<file path="src/rtl/lpm_pkg.sv">
package lpm_pkg;

   localparam int IDLE_BIT = 0;
   localparam int STOP_BIT = 1;

   typedef enum logic [2:0] {
      ST_RUN  = 3'd0,
      ST_IDLE = 3'd1,
      ST_STOP = 3'd2,
      ST_SUSP = 3'd3,
      ST_WAKE = 3'd4
   } lpm_state_e;

   typedef enum logic [1:0] {
      MD_RUN  = 2'd0,
      MD_IDLE = 2'd1,
      MD_STOP = 2'd2,
      MD_SUSP = 2'd3
   } lpm_mode_e;

   typedef struct packed {
      logic cpu;
      logic periph;
      logic timer;
      logic irq;
      logic intosc;
      logic mcd;
   } lpm_gates_t;

endpackage

</file>
<file path="src/rtl/lpm_regs.sv">
module lpm_regs
   import lpm_pkg::*;
#(
   parameter int AW       = 2,
   parameter int DW       = 8,
   parameter int PWR_ADDR = 0,
   parameter int OSC_ADDR = 1,
   parameter int SUSP_BIT = 7
) (
   input  logic          clk,
   input  logic          rst_n,
   input  logic          soft_rst,
   input  logic          accept,
   input  logic          wr_en,
   input  logic [AW-1:0] addr,
   input  logic [DW-1:0] wdata,
   input  logic          clr_idle,
   input  logic          clr_susp,
   output logic          idle_q,
   output logic          stop_q,
   output logic          susp_q,
   output logic [DW-1:0] rdata
);

   localparam logic [AW-1:0] PWR_A = AW'(PWR_ADDR);
   localparam logic [AW-1:0] OSC_A = AW'(OSC_ADDR);

   logic hit_pwr;
   logic hit_osc;

   assign hit_pwr = wr_en && accept && (addr == PWR_A);
   assign hit_osc = wr_en && accept && (addr == OSC_A);

   always_ff @(posedge clk or negedge rst_n) begin
      if (!rst_n) begin
         idle_q <= 1'b0;
         stop_q <= 1'b0;
      end else if (soft_rst) begin
         idle_q <= 1'b0;
         stop_q <= 1'b0;
      end else if (hit_pwr) begin
         stop_q <= wdata[STOP_BIT];
         idle_q <= wdata[IDLE_BIT] & ~wdata[STOP_BIT];
      end else if (clr_idle) begin
         idle_q <= 1'b0;
      end
   end

   always_ff @(posedge clk or negedge rst_n) begin
      if (!rst_n) begin
         susp_q <= 1'b0;
      end else if (soft_rst) begin
         susp_q <= 1'b0;
      end else if (hit_osc) begin
         susp_q <= wdata[SUSP_BIT];
      end else if (clr_susp) begin
         susp_q <= 1'b0;
      end
   end

   always_comb begin
      rdata = '0;
      if (addr == PWR_A) begin
         rdata[IDLE_BIT] = idle_q;
         rdata[STOP_BIT] = stop_q;
      end else if (addr == OSC_A) begin
         rdata[SUSP_BIT] = susp_q;
      end
   end

   AST_STOP_EXCL_IDLE: assert property (@(posedge clk) disable iff (!rst_n)
      !(stop_q && idle_q));

   AST_HOLD_OUTSIDE_RUN: assert property (@(posedge clk) disable iff (!rst_n)
      (!accept && !soft_rst && !clr_idle && !clr_susp)
      |=> $stable({idle_q, stop_q, susp_q}));

endmodule

</file>
<file path="src/rtl/lpm_wake_sync.sv">
module lpm_wake_sync #(
   parameter int STAGES = 2
) (
   input  logic clk,
   input  logic rst_n,
   input  logic wake_in,
   output logic wake_out
);

   generate
      if (STAGES == 0) begin : g_direct
         assign wake_out = wake_in;
      end else begin : g_flops
         logic [STAGES-1:0] sh;
         always_ff @(posedge clk or negedge rst_n) begin
            if (!rst_n) begin
               sh <= '0;
            end else begin
               sh[0] <= wake_in;
               for (int i = 1; i < STAGES; i++) begin
                  sh[i] <= sh[i-1];
               end
            end
         end
         assign wake_out = sh[STAGES-1];
      end
   endgenerate

endmodule

</file>
<file path="src/rtl/lpm_seq.sv">
module lpm_seq
   import lpm_pkg::*;
#(
   parameter int RST_LEN = 4
) (
   input  logic       clk,
   input  logic       rst_n,
   input  logic       any_rst,
   input  logic       idle_q,
   input  logic       stop_q,
   input  logic       susp_q,
   input  logic       instr_done,
   input  logic       irq_any,
   input  logic       wake,
   input  logic       osc_ready,
   output lpm_state_e state,
   output logic       clr_idle,
   output logic       clr_susp,
   output logic       cpu_rst
);

   localparam int CW = $clog2(RST_LEN + 1);
   localparam logic [CW-1:0] CNT_LOAD = CW'(RST_LEN);

   lpm_state_e       nxt;
   logic [CW-1:0]    rcnt;

   always_comb begin
      nxt      = state;
      clr_idle = 1'b0;
      clr_susp = 1'b0;
      case (state)
         ST_RUN: begin
            if (stop_q)                    nxt = ST_STOP;
            else if (susp_q)               nxt = ST_SUSP;
            else if (idle_q && instr_done) nxt = ST_IDLE;
         end
         ST_IDLE: begin
            if (irq_any) begin
               nxt      = ST_RUN;
               clr_idle = 1'b1;
            end
         end
         ST_STOP: nxt = ST_STOP;
         ST_SUSP: begin
            if (wake) begin
               nxt      = ST_WAKE;
               clr_susp = 1'b1;
            end
         end
         ST_WAKE: begin
            if (osc_ready) nxt = ST_RUN;
         end
         default: nxt = ST_RUN;
      endcase
   end

   always_ff @(posedge clk or negedge rst_n) begin
      if (!rst_n) begin
         state <= ST_RUN;
         rcnt  <= CNT_LOAD;
      end else if (any_rst) begin
         state <= ST_RUN;
         rcnt  <= CNT_LOAD;
      end else begin
         state <= nxt;
         if (rcnt != '0) rcnt <= rcnt - 1'b1;
      end
   end

   assign cpu_rst = (rcnt != '0);

   AST_IDLE_WAITS_RETIRE: assert property (@(posedge clk) disable iff (!rst_n)
      (state == ST_RUN && !instr_done) |=> (state != ST_IDLE));

   AST_STOP_STICKY: assert property (@(posedge clk) disable iff (!rst_n)
      (state == ST_STOP && !any_rst) |=> (state == ST_STOP));

   AST_RST_PULSE: assert property (@(posedge clk) disable iff (!rst_n)
      any_rst |=> (cpu_rst && state == ST_RUN));

   AST_WAKE_WAITS_OSC: assert property (@(posedge clk) disable iff (!rst_n)
      (state == ST_WAKE && !osc_ready && !any_rst) |=> (state == ST_WAKE));

   AST_IDLE_EXIT_IRQ: assert property (@(posedge clk) disable iff (!rst_n)
      (state == ST_IDLE && irq_any && !any_rst) |=> (state == ST_RUN && !idle_q));

endmodule

</file>
<file path="src/rtl/lpm_gate_dec.sv">
module lpm_gate_dec
   import lpm_pkg::*;
(
   input  lpm_state_e state,
   output lpm_gates_t gates,
   output lpm_mode_e  mode
);

   always_comb begin
      gates = '{cpu: 1'b1, periph: 1'b1, timer: 1'b1, irq: 1'b1, intosc: 1'b1, mcd: 1'b1};
      mode  = MD_RUN;
      case (state)
         ST_IDLE: begin
            gates.cpu = 1'b0;
            mode      = MD_IDLE;
         end
         ST_STOP: begin
            gates.cpu    = 1'b0;
            gates.periph = 1'b0;
            gates.timer  = 1'b0;
            gates.irq    = 1'b0;
            gates.intosc = 1'b0;
            mode         = MD_STOP;
         end
         ST_SUSP: begin
            gates.intosc = 1'b0;
            mode         = MD_SUSP;
         end
         ST_WAKE: begin
            mode = MD_SUSP;
         end
         default: ;
      endcase
   end

endmodule

</file>
<file path="src/rtl/lpm_ctrl.sv">
module lpm_ctrl
   import lpm_pkg::*;
#(
   parameter int N_IRQ       = 4,
   parameter int AW          = 2,
   parameter int DW          = 8,
   parameter int PWR_ADDR    = 0,
   parameter int OSC_ADDR    = 1,
   parameter int SUSP_BIT    = 7,
   parameter int RST_LEN     = 4,
   parameter int SYNC_STAGES = 2
) (
   input  logic             clk,
   input  logic             rst_n,
   input  logic             int_rst_req,
   input  logic             mcd_rst,
   input  logic             wdt_en,
   input  logic             wdt_rst,
   input  logic [N_IRQ-1:0] irq_req,
   input  logic             instr_done,
   input  logic             usb_wake,
   input  logic             osc_ready,
   input  logic             extosc_req,
   input  logic             reg_wr,
   input  logic [AW-1:0]    reg_addr,
   input  logic [DW-1:0]    reg_wdata,
   output logic [DW-1:0]    reg_rdata,
   output logic             cpu_clk_en,
   output logic             periph_clk_en,
   output logic             timer_en,
   output logic             irq_en,
   output logic             intosc_en,
   output logic             mcd_en,
   output logic             extosc_en,
   output logic             cpu_rst,
   output logic [1:0]       mode
);

   generate
      if (N_IRQ < 1) begin : g_chk_irq
         $error("N_IRQ must be at least 1");
      end
      if (DW < 2 || SUSP_BIT >= DW || SUSP_BIT < 2) begin : g_chk_dw
         $error("SUSP_BIT must lie in [2, DW-1]");
      end
      if (AW < 1 || PWR_ADDR == OSC_ADDR || PWR_ADDR >= (1 << AW) || OSC_ADDR >= (1 << AW)) begin : g_chk_addr
         $error("register addresses must be distinct and fit AW");
      end
      if (RST_LEN < 1) begin : g_chk_rst
         $error("RST_LEN must be at least 1");
      end
      if (SYNC_STAGES < 0 || SYNC_STAGES > 8) begin : g_chk_sync
         $error("SYNC_STAGES must lie in [0, 8]");
      end
   endgenerate

   lpm_state_e state;
   lpm_gates_t gates;
   lpm_mode_e  mode_e;
   logic       any_rst;
   logic       accept;
   logic       idle_q, stop_q, susp_q;
   logic       clr_idle, clr_susp;
   logic       wake_s;
   logic       irq_any;

   assign any_rst = int_rst_req | mcd_rst | (wdt_en & wdt_rst);
   assign accept  = (state == ST_RUN);
   assign irq_any = |irq_req;

   lpm_regs #(
      .AW       (AW),
      .DW       (DW),
      .PWR_ADDR (PWR_ADDR),
      .OSC_ADDR (OSC_ADDR),
      .SUSP_BIT (SUSP_BIT)
   ) u_regs (
      .clk      (clk),
      .rst_n    (rst_n),
      .soft_rst (any_rst),
      .accept   (accept),
      .wr_en    (reg_wr),
      .addr     (reg_addr),
      .wdata    (reg_wdata),
      .clr_idle (clr_idle),
      .clr_susp (clr_susp),
      .idle_q   (idle_q),
      .stop_q   (stop_q),
      .susp_q   (susp_q),
      .rdata    (reg_rdata)
   );

   lpm_wake_sync #(
      .STAGES (SYNC_STAGES)
   ) u_wake (
      .clk      (clk),
      .rst_n    (rst_n),
      .wake_in  (usb_wake),
      .wake_out (wake_s)
   );

   lpm_seq #(
      .RST_LEN (RST_LEN)
   ) u_seq (
      .clk        (clk),
      .rst_n      (rst_n),
      .any_rst    (any_rst),
      .idle_q     (idle_q),
      .stop_q     (stop_q),
      .susp_q     (susp_q),
      .instr_done (instr_done),
      .irq_any    (irq_any),
      .wake       (wake_s),
      .osc_ready  (osc_ready),
      .state      (state),
      .clr_idle   (clr_idle),
      .clr_susp   (clr_susp),
      .cpu_rst    (cpu_rst)
   );

   lpm_gate_dec u_dec (
      .state (state),
      .gates (gates),
      .mode  (mode_e)
   );

   assign cpu_clk_en    = gates.cpu;
   assign periph_clk_en = gates.periph;
   assign timer_en      = gates.timer;
   assign irq_en        = gates.irq;
   assign intosc_en     = gates.intosc;
   assign mcd_en        = gates.mcd;
   assign mode          = mode_e;
   assign extosc_en     = extosc_req;

   AST_STOP_GATES: assert property (@(posedge clk) disable iff (!rst_n)
      (mode == 2'd2) |-> (!cpu_clk_en && !irq_en && !timer_en && !intosc_en && mcd_en));

   AST_SUSP_CPU_RUNS: assert property (@(posedge clk) disable iff (!rst_n)
      (mode == 2'd3 && !intosc_en) |-> (cpu_clk_en && periph_clk_en));

   AST_WDT_MASKED: assert property (@(posedge clk) disable iff (!rst_n)
      (wdt_rst && !wdt_en && !int_rst_req && !mcd_rst && mode == 2'd1 && irq_req == '0)
      |=> (mode == 2'd1));

endmodule

</file>
<file path="config.mk">
export PLATFORM = sky130hd
export DESIGN_NAME = lpm_ctrl
export DESIGN_NICKNAME = d
export VERILOG_FILES = /design/src/rtl/lpm_pkg.sv /design/src/rtl/lpm_regs.sv /design/src/rtl/lpm_wake_sync.sv /design/src/rtl/lpm_seq.sv /design/src/rtl/lpm_gate_dec.sv /design/src/rtl/lpm_ctrl.sv
export SDC_FILE = /design/constraint.sdc
export NUM_CORES = 1
export LEC_CHECK = 0
export BUFFER_PORTS_ARGS = -buffer_cell sky130_fd_sc_hd__buf_2
export CAP_MARGIN = 20
export CORE_MARGIN = 8
export CORE_UTILIZATION = 25
export DETAILED_ROUTE_END_ITERATION = 8
export HOLD_SLACK_MARGIN = 0.15
export SLEW_MARGIN = 10
export SYNTH_ARGS = -nofsm -noshare
export SYNTH_HDL_FRONTEND = slang
export SYNTH_SLANG_ARGS = --single-unit
</file>
<file path="constraint.sdc">
create_clock -name clk -period 1.8 [get_ports clk]
set_input_delay 0.18 -clock clk [delete_from_list [all_inputs] [get_ports clk]]
set_output_delay 0.18 -clock clk [all_outputs]
set_load 0.02 [all_outputs]
</file>
; After elaboration in Yosys (flattened, before gate mapping)
; Index checks and enable logic that the tools add are counted.
[op_classes]
addsub = 1
n_eq_ne = 9
muxes = 29
n_bitwise = 5
n_reduce_logical = 16
[ops]
columns = operator, n
row1 = two-way mux 3 bit, 10
row2 = two-way mux 1 bit, 16
row3 = one-hot mux 3 bit (5 select lines), 1
row4 = inequality test 3 bit (second input constant), 3
row5 = nonzero test 3 bit, 3
row6 = == test 3 x 2 -> 1 bit (second input constant), 2
row7 = one-hot mux 2 bit (3 select lines), 1
row8 = OR reduction 2 bit, 3
row9 = inequality test 5 x 4 -> 1 bit (second input constant), 1
row10 = logical AND 1 bit, 4
row11 = AND reduction 4 bit, 1
row12 = nonzero test 2 bit, 2
row13 = OR reduction 4 bit, 1
row14 = == test 3 x 1 -> 1 bit (second input constant), 1
row15 = == test 3 bit (second input constant), 1
row16 = logical NOT 3 bit, 1
row17 = subtractor 3 x 1 -> 3 bit (second input constant), 1
row18 = bitwise AND 1 bit, 2
row19 = == test 2 x 1 -> 1 bit (second input constant), 1
row20 = logical NOT 2 bit, 1
row21 = two-way mux 2 bit, 1
row22 = bitwise OR 1 bit, 2
row23 = inverter 1 bit, 1
[word_totals]
regBits = 11
out_inout_bits = 18
word_cells = 66

; Logic depth before layout (Yosys ltp)
[depth]
word_depth = 6
depth_mapped = 5
mapped_depth_nobuf = 5

; Modules after synthesis
; Synthesis repeated with hierarchy kept, for this count alone.
[hier_totals]
cells_unflattened = 73
hier_area_um2 = 733.2
[modules_own_cells]
columns = module, n_inst, cells_per_inst, area_per_inst_um2, seq_area_each_um2
row1 = lpm_seq, 1, 32, 335.3, 151.4
row2 = lpm_regs, 1, 23, 244.0, 75.1
row3 = lpm_gate_dec, 1, 12, 75.1, 0.0
row4 = lpm_wake_sync, 1, 2, 50.0, 50.0
row5 = lpm_ctrl, 1, 4, 28.8, 0.0

; Least setup slack after synthesis
; Ideal clock, no wire load.
[synth_timing]
path_type = register to output
from = register u_seq.state[2]
to = output periph_clk_en
t_arrival_ps = 1301
required_time_ps = 1620
path_slack_ps = 319
path_stages_with_launch = 5
n_path_buf = 2
cell_sequence = dfrtp_1 buf_6 nand2b_1 or2_2 buf_4
[synth_via]
elab_chain_len = 2
[synth_lines]
columns = element, line_no
row1 = start: declaration, lpm_seq.sv:16  ; output lpm_state_e state,
row2 = start signal: assignment, lpm_seq.sv:66  ; state <= nxt;
row3 = == test 3 x 2 -> 1 bit, lpm_gate_dec.sv:12  ; case (state)
row4 = two-way mux 3 bit, lpm_gate_dec.sv:12
row5 = end: declaration, lpm_ctrl.sv:29  ; output logic periph_clk_en,
; Every way passes these cells.

; Final worst setup path
[layout_timing]
from = register u_seq.state[1]
to = output periph_clk_en
; The elaborated chain is that of the path after synthesis.

==> results.sh <==
export IMPL_syn_area_um2=752
export IMPL_grt_first_pass_wirelength_um=2740
export IMPL_dp_hpwl_um=1370
export IMPL_holdCritStartpoint="reg_wdata[1]"
export IMPL_synth_edf_count=0
export IMPL_finalSetupTns_ns=0
export IMPL_drc=0
export IMPL_gr_total_overflow=0
export IMPL_power_per_cell_area_nw_per_um2=549
export IMPL_hold_violations=0
export IMPL_clkLatencyLatePin_ns=0.26
export IMPL_cp_max_fo=10
export IMPL_gp_congestion=0.762
export IMPL_rsz0062_at_grt="false"
export IMPL_fmax_mhz=619
export IMPL_clock_skew_ns=0.000241
export IMPL_cts_inserted_buffers=3
export IMPL_ys_seq_area_share_pct=36.8
export IMPL_synth_seq_cells=11
export IMPL_hp_class="in2reg"
export IMPL_io_buffer_count=29
export IMPL_grt_max_degree=12
export IMPL_drt_wl_total_um=1610
export IMPL_die_h_um=70.8
export IMPL_rows=20
export IMPL_period_share_pct=89.8
export IMPL_clk_pin_slew_ns=0.06
export IMPL_grt_pass1_vias=647
export IMPL_coreArea_um2=2950
export IMPL_reg2reg_to="u_regs.idle_q$_DFFE_PN0P_"
export IMPL_r2r_slack_ns=0.30
export IMPL_wl_per_cell_um=11.5
export IMPL_grt_use_total_pct=6.52
export IMPL_ys_warn_count=0
export IMPL_synth_cell_types=32
export IMPL_cp_arrival_ns=1.44
export IMPL_maxSlewViolCount=0
export IMPL_outcome="finished, final reports clean"
export IMPL_nets=135
export IMPL_period_needed_ns=1.62
export IMPL_reg2regPathDepth=4
export IMPL_cts_sinks=11
export IMPL_cts_tree="done"
export IMPL_die_width_um=70.8
export IMPL_drive_gt1_share_pct=35.5
export IMPL_drtAntennaViolNets=0
export IMPL_postCtsResizedCells=0
export IMPL_initial_utilization_pct=25.5
export IMPL_synthFlopType="dfrtp_1"
export IMPL_min_to="u_regs.stop_q$_DFFE_PN0P_"
export IMPL_root_buffer="clkbuf_4"
export IMPL_vias=602
export IMPL_r2r_start="u_seq.state[1]$_DFFE_PN0P_"
export IMPL_viasPerCell=4.30
export IMPL_holdPathStages=3
export IMPL_syn_inst=80
export IMPL_critPathKind="reg2out"
export IMPL_drv_cap=0
export IMPL_cts_htree_levels=1
export IMPL_antenna_cells=0
export IMPL_setup_viol=0
export IMPL_drt_iter0_markers=15
export IMPL_dieArea_um2=5020
export IMPL_crit_path_end_kind="primary output"
export IMPL_cp_data_required_time_ns=1.62
export IMPL_cts_buffer_depth=2
export IMPL_power_w=0.000497
export IMPL_firstDrtPassIters=2
export IMPL_io_pins=43
export IMPL_antenna_found_initial=0
export IMPL_syn_avg_cell_area_um2=9.40
export IMPL_crit_path_start_kind="flip-flop"
export IMPL_irDropWorstVdd_mv=0.332
export IMPL_synthArstFlopShare_pct=100
export IMPL_syn_to_final_growth_pct=20.3
export IMPL_p_leak_nw=0.475
[what timing repair did]
action / 4_1_cts / 5_1_grt
setup buffers: 0 / 0
hold endpoints to repair: 12 / 0
hold buffers: 2 / 0
[metal layers]
layer  up-vias  global-route usage (%)  part of all wire [%]
met5         -                       0                     0
met4         0                    2.77                     0
met3         0                    2.40                   8.0
met2        24                    11.3                    48
met1       271                    6.91                    44
li1        307                       -                     -
[registers in the layout, summed over array words and instances, names as in the netlist]
register           flops
u_regs.idle_q          1
u_regs.susp_q          1
u_regs.stop_q          1
u_seq.state            3
u_wake.g_flops.sh      2
u_seq.rcnt             3
[worst max path at each step]
stage / from / to / slack (ns) / depth (start not counted)
final: u_seq.state[1]$_DFFE_PN0P_ / periph_clk_en / 0.18 / 3
after global placement: u_seq.state[1]$_DFFE_PN0P_ / u_regs.idle_q$_DFFE_PN0P_ / 0.33 / 4
after detailed placement: u_seq.state[1]$_DFFE_PN0P_ / u_regs.idle_q$_DFFE_PN0P_ / 0.30 / 4
after global routing: u_seq.state[1]$_DFFE_PN0P_ / irq_en / 0.07 / 3
after CTS: u_seq.state[1]$_DFFE_PN0P_ / periph_clk_en / 0.16 / 3
after floorplan: u_seq.state[2]$_DFFE_PN0P_ / periph_clk_en / 0.32 / 4
[stage by stage]
stage	std cells	utilization [%]	worst slack, ns	hold slack [ns]	area [µm²]
2_1_floorplan	84	-	0.319	-0.116	767
3_3_place_gp	134	29.1	0.328	0.0603	858
3_5_place_dp	134	29.1	0.298	0.0604	858
4_1_cts	140	30.6	0.158	0.184	905
5_1_grt	140	30.6	0.0692	0.170	905
6_report	140	30.6	0.184	0.185	905
[Yosys cell counts (2+ instances only)]
cell type / number / area, µm²
inv_1: 4 / 15.0
nor3b_1: 2 / 15.0
nand2b_1: 4 / 25.0
a211o_1: 2 / 17.5
buf_6: 2 / 22.5
nor2_1: 10 / 37.5
buf_4: 9 / 67.6
nand4b_1: 2 / 17.5
and2_1: 4 / 25.0
a21oi_1: 4 / 20.0
dfrtp_1: 10 / 250
conb_1: 2 / 7.51
nand2_1: 4 / 15.0
mux2i_1: 2 / 20.0
ha_1: 2 / 25.0
[report_power, final]
group | leakage [nW] | switching [W] | internal, W | total [W]
Sequential | 0.144 | 0.00000458 | 0.000256 | 0.000260
Combinational | 0.316 | 0.0000445 | 0.0000325 | 0.0000770
Clock | 0.0150 | 0.0000739 | 0.0000855 | 0.000159
Total | 0.475 | 0.000123 | 0.000374 | 0.000497
[worst max-delay path: stages, from the launching register on]
cell,delay (ns)
dfrtp_1,0.57
nand2b_1,0.13
or2_2,0.31
buf_2,0.17
[area by class of cell]
cell class / count / area [µm²]
Fill cell: 332 / 2050
Multi-Input combinational cell: 57 / 380
Sequential cell: 11 / 277
Timing Repair Buffer: 31 / 165
Tap cell: 33 / 41.3
Clock buffer: 4 / 26.3
Inverter: 4 / 15.0
[layout by cell type, fill, tap and decap left out, drive strengths merged]
master / count
a211o: 2
a211oi: 1
a21oi: 4
and2: 4
and3b: 1
and4bb: 1
buf: 29
clkbuf: 4
conb: 6
dfrtp: 10
dfstp: 1
dlygate4sd3: 2
ha: 2
inv: 4
mux2i: 2
nand2: 4
nand2b: 4
nand3: 1
nand4b: 2
nor2: 11
nor3: 1
nor3b: 2
nor4: 1
nor4b: 1
o21ai: 1
o221a: 1
o311ai: 1
or2: 1
or3b: 1
xnor2: 1
xor2: 1
[logic make-up (layout without fill, tap and decap cells)]
group / after synthesis / count (layout) / share of synthesized area (%)
AO/OA/AOI/OAI: 10 / 10 / 9.32
AND/OR/NAND/NOR: 35 / 35 / 30.0
adder cells (fa/ha/maj): 2 / 2 / 3.33
buffers and inverters: 16 / 39 / 14.6
XOR/XNOR: 2 / 2 / 2.33
other: 2 / 6 / 0.999
flip-flops: 11 / 11 / 36.8
multiplexers: 2 / 2 / 2.66
Note: power is estimated with default switching activity, not from simulation.
